[src/rtl/cal_pkg.sv]
package cal_pkg;
  localparam int BYTE_W  = 8;
  localparam int SEL_W   = 4;
  localparam int LEAP_W  = 2;
  localparam int DOW_W   = 3;
  localparam int N_ROLL  = 8;
  localparam int N_SAVE  = 5;

  localparam logic [SEL_W-1:0] SEL_HUND = 4'd0;
  localparam logic [SEL_W-1:0] SEL_SEC  = 4'd1;
  localparam logic [SEL_W-1:0] SEL_MIN  = 4'd2;
  localparam logic [SEL_W-1:0] SEL_HOUR = 4'd3;
  localparam logic [SEL_W-1:0] SEL_DOM  = 4'd4;
  localparam logic [SEL_W-1:0] SEL_MON  = 4'd5;
  localparam logic [SEL_W-1:0] SEL_YEAR = 4'd6;
  localparam logic [SEL_W-1:0] SEL_DOW  = 4'd7;
  localparam logic [SEL_W-1:0] SEL_LEAP = 4'd8;

  // one BCD step on a two-digit byte
  function automatic logic [7:0] bcd_inc(input logic [7:0] v);
    if (v[3:0] == 4'd9) return {v[7:4] + 4'd1, 4'd0};
    else                return {v[7:4], v[3:0] + 4'd1};
  endfunction

  // step with a wrap from top back to bottom
  function automatic logic [7:0] bcd_wrap(input logic [7:0] v,
                                          input logic [7:0] top,
                                          input logic [7:0] bottom);
    if (v == top) return bottom;
    else          return bcd_inc(v);
  endfunction

  // last day of the month in BCD
  function automatic logic [7:0] month_len(input logic [7:0] m,
                                           input logic [LEAP_W-1:0] lp);
    case (m)
      8'h02:                      return (lp == '0) ? 8'h29 : 8'h28;
      8'h04, 8'h06, 8'h09, 8'h11: return 8'h30;
      default:                    return 8'h31;
    endcase
  endfunction
endpackage

[src/rtl/cal_time_cnt.sv]
module cal_time_cnt
  import cal_pkg::*;
(
  input  logic             clk,
  input  logic             rst,
  input  logic             adv,
  input  logic             mode_12h,
  input  logic             wr_en,
  input  logic [SEL_W-1:0] wr_sel,
  input  logic [7:0]       wr_data,
  output logic [7:0]       hund_q,
  output logic [7:0]       sec_q,
  output logic [7:0]       min_q,
  output logic [7:0]       hour_q,
  output logic [5:0]       carry_o
);
  logic c_hd, c_hw, c_sd, c_sw, c_mw, c_hr;
  logic [4:0] h12;
  logic [7:0] hour_nxt;

  assign c_hd = adv  && (hund_q[3:0] == 4'd9);
  assign c_hw = adv  && (hund_q == 8'h99);
  assign c_sd = c_hw && (sec_q[3:0] == 4'd9);
  assign c_sw = c_hw && (sec_q == 8'h59);
  assign c_mw = c_sw && (min_q == 8'h59);
  assign c_hr = c_mw && (mode_12h ? (hour_q == 8'h91) : (hour_q == 8'h23));
  assign carry_o = {c_hr, c_mw, c_sw, c_sd, c_hw, c_hd};

  always_comb begin
    if (hour_q[4:0] == 5'h12)       h12 = 5'h01;
    else if (hour_q[3:0] == 4'd9)   h12 = 5'h10;
    else                            h12 = {hour_q[4], hour_q[3:0] + 4'd1};
    if (mode_12h) hour_nxt = {hour_q[7] ^ (h12 == 5'h12), 2'b00, h12};
    else          hour_nxt = bcd_wrap(hour_q, 8'h23, 8'h00);
  end

  always_ff @(posedge clk) begin
    if (rst) begin
      hund_q <= 8'h00;
      sec_q  <= 8'h00;
      min_q  <= 8'h00;
      hour_q <= 8'h00;
    end else begin
      if (wr_en && wr_sel == SEL_HUND) hund_q <= wr_data;
      else if (adv)                    hund_q <= bcd_wrap(hund_q, 8'h99, 8'h00);

      if (wr_en && wr_sel == SEL_SEC)  sec_q <= wr_data & 8'h7F;
      else if (c_hw)                   sec_q <= bcd_wrap(sec_q, 8'h59, 8'h00);

      if (wr_en && wr_sel == SEL_MIN)  min_q <= wr_data & 8'h7F;
      else if (c_sw)                   min_q <= bcd_wrap(min_q, 8'h59, 8'h00);

      if (wr_en && wr_sel == SEL_HOUR) hour_q <= wr_data & (mode_12h ? 8'h9F : 8'h3F);
      else if (c_mw)                   hour_q <= hour_nxt;
    end
  end
endmodule

[src/rtl/cal_date_cnt.sv]
module cal_date_cnt
  import cal_pkg::*;
(
  input  logic              clk,
  input  logic              rst,
  input  logic              day_inc,
  input  logic              wr_en,
  input  logic [SEL_W-1:0]  wr_sel,
  input  logic [7:0]        wr_data,
  output logic [7:0]        dom_q,
  output logic [7:0]        mon_q,
  output logic [7:0]        year_q,
  output logic [DOW_W-1:0]  dow_q,
  output logic [LEAP_W-1:0] leap_q,
  output logic [1:0]        carry_o
);
  logic c_dw, c_mo;

  assign c_dw    = day_inc && (dom_q == month_len(mon_q, leap_q));
  assign c_mo    = c_dw && (mon_q == 8'h12);
  assign carry_o = {c_mo, c_dw};

  always_ff @(posedge clk) begin
    if (rst) begin
      dom_q  <= 8'h01;
      mon_q  <= 8'h01;
      year_q <= 8'h00;
      dow_q  <= DOW_W'(1);
      leap_q <= '0;
    end else begin
      if (wr_en && wr_sel == SEL_DOM)  dom_q <= wr_data & 8'h3F;
      else if (day_inc)                dom_q <= c_dw ? 8'h01 : bcd_inc(dom_q);

      if (wr_en && wr_sel == SEL_MON)  mon_q <= wr_data & 8'h1F;
      else if (c_dw)                   mon_q <= bcd_wrap(mon_q, 8'h12, 8'h01);

      if (wr_en && wr_sel == SEL_YEAR) year_q <= wr_data;
      else if (c_mo)                   year_q <= bcd_wrap(year_q, 8'h99, 8'h00);

      if (wr_en && wr_sel == SEL_DOW)  dow_q <= wr_data[DOW_W-1:0];
      else if (day_inc)                dow_q <= (dow_q == DOW_W'(7)) ? DOW_W'(1) : dow_q + DOW_W'(1);

      if (wr_en && wr_sel == SEL_LEAP) leap_q <= wr_data[LEAP_W-1:0];
      else if (c_mo)                   leap_q <= leap_q + LEAP_W'(1);
    end
  end
endmodule

[src/rtl/cal_shadow.sv]
module cal_shadow
  import cal_pkg::*;
#(
  parameter int N = N_SAVE,
  parameter int W = BYTE_W
) (
  input  logic         clk,
  input  logic         rst,
  input  logic         ts_wr,
  input  logic         ts_data,
  input  logic         standby,
  input  logic [N*W-1:0] live,
  output logic         save_en_q,
  output logic [N*W-1:0] shadow_q
);
  always_ff @(posedge clk) begin
    if (rst)          save_en_q <= 1'b0;
    else if (standby) save_en_q <= 1'b0;
    else if (ts_wr)   save_en_q <= ts_data;
  end

  for (genvar g = 0; g < N; g++) begin : g_field
    always_ff @(posedge clk) begin
      if (rst)            shadow_q[g*W +: W] <= '0;
      else if (save_en_q) shadow_q[g*W +: W] <= live[g*W +: W];
    end
  end
endmodule

[src/rtl/cal_chain.sv]
module cal_chain
  import cal_pkg::*;
(
  input  logic              clk,
  input  logic              rst,
  input  logic              tick,
  input  logic              run,
  input  logic              mode_12h,
  input  logic              wr_en,
  input  logic [SEL_W-1:0]  wr_sel,
  input  logic [7:0]        wr_data,
  input  logic              ts_wr,
  input  logic              ts_data,
  input  logic              standby,
  output logic [7:0]        hund_o,
  output logic [7:0]        sec_o,
  output logic [7:0]        min_o,
  output logic [7:0]        hour_o,
  output logic [7:0]        dom_o,
  output logic [7:0]        mon_o,
  output logic [7:0]        year_o,
  output logic [7:0]        dow_o,
  output logic [LEAP_W-1:0] leap_o,
  output logic              save_en_o,
  output logic [7:0]        sv_sec_o,
  output logic [7:0]        sv_min_o,
  output logic [7:0]        sv_hour_o,
  output logic [7:0]        sv_dom_o,
  output logic [7:0]        sv_mon_o,
  output logic [N_ROLL-1:0] roll_o
);
  logic              adv;
  logic [5:0]        t_carry;
  logic [1:0]        d_carry;
  logic [DOW_W-1:0]  dow_q;
  logic [N_ROLL-1:0] roll_q;
  logic [N_SAVE*BYTE_W-1:0] live, shadow;

  assign adv = tick && run;

  cal_time_cnt u_time (
    .clk(clk), .rst(rst), .adv(adv), .mode_12h(mode_12h),
    .wr_en(wr_en), .wr_sel(wr_sel), .wr_data(wr_data),
    .hund_q(hund_o), .sec_q(sec_o), .min_q(min_o), .hour_q(hour_o),
    .carry_o(t_carry)
  );

  cal_date_cnt u_date (
    .clk(clk), .rst(rst), .day_inc(t_carry[5]),
    .wr_en(wr_en), .wr_sel(wr_sel), .wr_data(wr_data),
    .dom_q(dom_o), .mon_q(mon_o), .year_q(year_o), .dow_q(dow_q),
    .leap_q(leap_o), .carry_o(d_carry)
  );

  assign live = {mon_o, dom_o, hour_o, min_o, sec_o};

  cal_shadow #(.N(N_SAVE), .W(BYTE_W)) u_save (
    .clk(clk), .rst(rst), .ts_wr(ts_wr), .ts_data(ts_data),
    .standby(standby), .live(live),
    .save_en_q(save_en_o), .shadow_q(shadow)
  );

  always_ff @(posedge clk) begin
    if (rst) roll_q <= '0;
    else     roll_q <= {d_carry, t_carry};
  end

  assign roll_o    = roll_q;
  assign dow_o     = {{(8-DOW_W){1'b0}}, dow_q};
  assign sv_sec_o  = shadow[0*BYTE_W +: BYTE_W];
  assign sv_min_o  = shadow[1*BYTE_W +: BYTE_W];
  assign sv_hour_o = shadow[2*BYTE_W +: BYTE_W];
  assign sv_dom_o  = shadow[3*BYTE_W +: BYTE_W];
  assign sv_mon_o  = shadow[4*BYTE_W +: BYTE_W];
endmodule

[config.mk]
export PLATFORM = sky130hd
export DESIGN_NAME = cal_chain
export DESIGN_NICKNAME = d
export VERILOG_FILES = /design/src/rtl/cal_pkg.sv /design/src/rtl/cal_time_cnt.sv /design/src/rtl/cal_date_cnt.sv /design/src/rtl/cal_shadow.sv /design/src/rtl/cal_chain.sv
export SDC_FILE = /design/constraint.sdc
export NUM_CORES = 1
export LEC_CHECK = 0
export ABC_AREA = 0
export CELL_PAD_IN_SITES_DETAIL_PLACEMENT = 1
export CELL_PAD_IN_SITES_GLOBAL_PLACEMENT = 1
export CORE_MARGIN = 2
export CORE_UTILIZATION = 34
export CTS_BUF_LIST = sky130_fd_sc_hd__clkbuf_16
export DETAILED_ROUTE_END_ITERATION = 16
export PLACE_DENSITY_LB_ADDON = 0.1
export SETUP_SLACK_MARGIN = 0.2
export SYNTH_ARGS = -nofsm -noshare
export SYNTH_HDL_FRONTEND = slang
export SYNTH_SLANG_ARGS = --single-unit
[constraint.sdc]
create_clock -name clk -period 3 [get_ports clk]
set_input_delay 0.3 -clock clk [delete_from_list [all_inputs] [get_ports clk]]
set_output_delay 0.3 -clock clk [all_outputs]
set_load 0.02 [all_outputs]
Word-level counts from Yosys, hierarchy flattened
Cells that the tools add are included.
Storage, ports and cells
  memory bits (read-only): 0
  bits in latches: 0
  output and inout bits: 115
  word-level logic and storage cells: 173
  register bits after elaboration: 110
  memories kept: 0
  RAM bits: 0
  input bits: 21
Cells by class
  shifts and indexed selects: 0
  add/sub/neg operators: 16
  multiply operators: 0
  bitwise operators: 2
  equality and inequality tests: 31
  div/mod/pow operators: 0
  magnitude comparators: 0
  mux-type cells: 40
  reduce and logical (&&, ||, !) cells: 57
Operator list (count)
  8-bit two-way mux: 22
  4-bit by 1-bit adder with 4-bit output (second input constant): 14
  4-bit equality test (second input constant): 8
  7-bit two-way mux: 4
  2-bit nonzero test: 13
  8-bit equality test (second input constant): 3
  2-bit AND reduction: 11
  5-bit two-way mux: 4
  1-bit logical AND: 18
  3-bit nonzero test: 6
  4-bit by 3-bit equality test with 1-bit output (second input constant): 4
  8-bit by 3-bit equality test with 1-bit output (second input constant): 2
  8-bit by 5-bit equality test with 1-bit output (second input constant): 2
  8-bit by 7-bit equality test with 1-bit output (second input constant): 2
  8-bit case mux with 2 select lines: 1
  6-bit two-way mux: 2
  5-bit equality test (second input constant): 2
  2-bit OR reduction: 5
  3-bit two-way mux: 3
  8-bit AND: 1
  4-bit by 2-bit equality test with 1-bit output (second input constant): 2
  8-bit by 2-bit equality test with 1-bit output (second input constant): 1
  8-bit by 4-bit equality test with 1-bit output (second input constant): 1
  8-bit by 6-bit equality test with 1-bit output (second input constant): 1
  12 further kinds: 14

Longest topological paths before layout
  word-level depth: 9
  depth in mapped cells: 10
  mapped depth without buffers: 8

Cells and area by module
A second synthesis with hierarchy kept.
Unflattened totals
  cells, all modules: 687
  area total of the unflattened synthesis: 6058.3 um^2
By module, submodules not included
  cal_time_cnt: instances 1, seq. area each 640.6 um^2, cells an instance 281, area an instance 2229.6 um^2
  cal_date_cnt: instances 1, seq. area each 580.6 um^2, cells an instance 250, area an instance 2057.0 um^2
  cal_shadow: instances 1, seq. area each 820.8 um^2, cells an instance 133, area an instance 1514.0 um^2
  cal_chain: instances 1, seq. area each 160.2 um^2, cells an instance 23, area an instance 257.7 um^2

Worst setup path after synthesis
No wires, ideal clock.
  path type: register -> register
  start: reg u_date.mon_q[4]
  end: reg u_date.mon_q[7]
  stages on the path, launching flop included: 10
  data arrival time: 3.049 ns
  path slack: -0.119 ns
  data required time: 2.930 ns
  library setup time: 0.070 ns
  path buffers: 1
  clock period less this slack: 3.119 ns
  cell sequence: dfxtp_1 inv_1 ha_1 nor3b_1 a211o_1 a2111o_1 or4_4 buf_6 or4_1 a21oi_1
Between the ends
  longest elaborated chain between the ends: 6
  elaborated cells on any way between the ends: 15
  those cells by class: 1 x add/sub; 7 x eq/ne; 3 x mux; 4 x reduce/logical
Ends and longest elaborated chain
  start, declared: line cal_date_cnt.sv:11  | output logic [7:0] mon_q,
  start signal, assigned: line cal_date_cnt.sv:34  | if (wr_en && wr_sel == SEL_MON) mon_q <= wr_data & 8'h1F;
  start signal, assigned: line cal_date_cnt.sv:35  | else if (c_dw) mon_q <= bcd_wrap(mon_q, 8'h12, 8'h01);
  8-bit by 3-bit equality test with 1-bit output, or another cell as far along: line cal_pkg.sv:36  | case (m)
  4-bit OR reduction: line cal_pkg.sv:36
  8-bit case mux with 2 select lines: line cal_pkg.sv:36
  8-bit equality test: line cal_date_cnt.sv:19  | assign c_dw = day_inc && (dom_q == month_len(mon_q, leap_q));
  1-bit logical AND: line cal_date_cnt.sv:19
  2-bit AND reduction (no line)
Several ways; a longest one is shown, not always the timed one. The select of a mux whose other input is x is not followed.
A chain may end at the register's enable or synchronous reset.

Worst setup path after layout
Same ends and word-level chain as after synthesis.

==> metrics.cfg <==
[hold_path]
whs_path_depth=2
worstHoldStart=rst
worst_hold_path_type=primary input to register

[drt]
vias=5814
drc=0
dr.pass1.iters=4
detail-route-antenna-nets=0
drt_wl_total_microns=19970
drt_iter0_markers=253
wl_per_cell_microns=18.73
vias_per_cell=5.454

[timing]
max_freq_ghz=0.3430
timing.hold.ws_ns=0.4531
fin_skew_ns=0.007311
worst_slack_ns=0.08472
slew_headroom=0.5471
fin_crit_ns=2.915
drv_slew=0
min_period_over_period=0.9718
setup_viol=0
rsz0062_at_grt=yes
finalHoldViolCount=0
worst_slew_pin_slew_ns=0.6741

[worst_setup_path]
critical_path_class=register to register
r2r_slack_ns=0.08
reg2reg_depth=9
path_cells=inv_4, ha_4, nor3b_4, a211o_1, a2111o_1, or4_4, buf_6, or4_1, a21oi_2
crit_path_end_kind=register
critPathMaxStageDelay_ns=0.57
cp_num_cells=9
worstPathMaxFanout=5
critPathSlowestCell=or4_4
crit_buf_inv=2
cp_top_family=simple AND/OR/NAND/NOR gates
crit_start=u_date.mon_q[4]
startpoint_type=register
regToRegEndpoint=u_date.mon_q[7]
cp-endpoint=u_date.mon_q[7]
crit_arrival_ns=3.21
required_ns=3.29
r2r_start=u_date.mon_q[4]

[power]
p_total_mw=2.908
total_leakage_power_nw=2.788
ir_drop_uv=295.5
cellPowerDensity_mw_per_mm2=366.4

[grt]
grt_overflow=0
grt_antenna_before_repair=0
grt_max_degree=58
grt_pass1_wl_microns=31600
grt_usage=0.2181
grt_pass1_vias=6010

[clocking]
cts_made_buffers=9
ctsLongestPathBuffers=2
htree_levels=3
ctsHoldBuffers=0
clock-sinks=110
tritoncts=yes
path_clk_slew_ns=0.07
cts-root-buf=clkbuf_16
clock_latency_ns=0.36

[logic_synthesis]
synthFlopType=dfxtp_1
netlist_instances=697
ys_async_sr_fraction=0
avgSynthCellArea_sq_um=8.363
ys_types=63
ys_ff_latch=110
synth_area_sq_mm=0.005829
seq_area_frac_synth=0.3778
synth_edf_count=0
yosys_warnings=0

[place]
post-place-ws_ns=-0.06711
place_hpwl_microns=14090
place_area_sq_mm=0.007542
place.gp.congestion=0.8337
numPortBuffers=130

[floorplan]
pin_count=136
die_w_microns=134.9
core.rowCount=47
die_y_microns=134.9
core_area_sq_mm=0.01670
die-area_sq_mm=0.01821
initial_utilization=0.3490

[cells_and_area]
fin_nets=890
final_design_area_no_fill_sq_mm=0.007939
final_cell_mix=129 x clkdlybuf4s50_1, 111 x nor2_1, 104 x dfxtp_1
drive_gt1_frac=0.1017
diodes=0
layout_commonest_cell=clkdlybuf4s50_1
syn2layout_area_growth_pct=36.19

[outcome]
status=finished, final reports clean

[flow_run]
max_cap_violations=0

==> worst min-delay path by stage <==
stage / to
CTS: u_save.shadow_q[33]
global placement: u_save.shadow_q[15]
floorplan: u_save.save_en_q
global route: u_save.shadow_q[31]
finish: roll_o[5]
detailed placement: u_save.shadow_q[12]
==> repair_timing <==
action	4_1_cts	5_1_grt
setup buffers	4	0
gates cloned	0	1
pin swaps	1	7
resized for setup	4	19
setup endpoints to repair	13	15
==> final cells by class <==
type | instances | area (sq um)
Clock inverter | 7 | 33.78
Sequential cell | 110 | 2215
Multi-Input combinational cell | 521 | 3435
Clock buffer | 9 | 225.2
Inverter | 22 | 87.58
Timing Repair Buffer | 177 | 1668
Fill cell | 2010 | 8762
Tap cell | 220 | 275.3
==> flip-flops by register name (all words and copies together), names as in the netlist <==
register,flops
roll_o,8
u_date.dow_q,3
u_date.year_q,8
u_save.save_en_q,1
u_date.mon_q,8
u_date.dom_q,8
u_save.shadow_q,40
u_time.hund_q,8
u_time.sec_q,8
u_time.hour_q,8
u_time.min_q,8
u_date.leap_q,2
==> power by group <==
group	total [mW]	leakage (nW)	internal (mW)	switching, mW
combinational	0.268	1.76	0.112	0.156
clock	1.13	0.141	0.554	0.580
sequential	1.51	0.891	1.48	0.0297
total	2.91	2.79	2.14	0.766
==> layer usage <==
metal | routed length [microns] | share of wire | track usage
met5 | 0 | 0 | 0
met1 | 8976 | 0.45 | 0.2740
met3 | 734 | 0.037 | 0.03191
met2 | 9839 | 0.49 | 0.3841
met4 | 415 | 0.021 | 0.07060
==> metrics by stage <==
step / cells / util / setup TNS [ns]
finish: 1066 / 0.4754 / 0
global route: 1066 / 0.4754 / 0
global placement: 1045 / 0.4516 / 0
detailed placement: 1045 / 0.4516 / -0.1948
floorplan: 701 / - / 0
CTS: 1065 / 0.4700 / 0
==> synth_stat cells, drive strengths merged, types with 6 or more instances <==
cell type	number	area, sq um
a211oi	19	142.6
a21oi	26	130.1
a311oi	19	166.4
a31oi	6	37.54
and3	7	43.79
and3b	6	52.55
buf	11	86.33
clkbuf	38	145.1
dfxtp	110	2202
ha	28	350.3
inv	22	82.58
mux2i	43	430.4
nand2	45	168.9
nand3	24	120.1
nand3b	11	82.58
nand4	11	68.82
nor2	111	416.7
nor2b	6	37.54
nor3	30	150.1
nor3b	6	45.04
nor4	8	56.30
o21ai	29	145.1
o31ai	6	45.04
or3	6	37.54
or4	9	71.32
xnor2	8	70.07
==> kinds of logic (layout without fill, tap and decap cells) <==
| logic type | Yosys count | count (layout) | synth area share |
|---|---|---|---|
| XOR/XNOR | 9 | 9 | 0.01352 |
| AO/OA/AOI/OAI | 131 | 131 | 0.1530 |
| other | 1 | 5 | 0.0006433 |
| multiplexers | 44 | 44 | 0.07577 |
| AND/OR/NAND/NOR | 303 | 304 | 0.2653 |
| adder cells (fa/ha/maj) | 28 | 28 | 0.06010 |
| flip-flops | 110 | 110 | 0.3778 |
| buffers and inverters | 71 | 215 | 0.05387 |
==> worst register-to-register path: stages, from the launching register on <==
cell	delay, ns
dfxtp_4	0.36
inv_4	0.04
ha_4	0.15
nor3b_4	0.15
a211o_1	0.26
a2111o_1	0.48
or4_4	0.57
buf_6	0.15
or4_1	0.54
a21oi_2	0.15
Note: power is estimated with default switching activity, not from simulation.
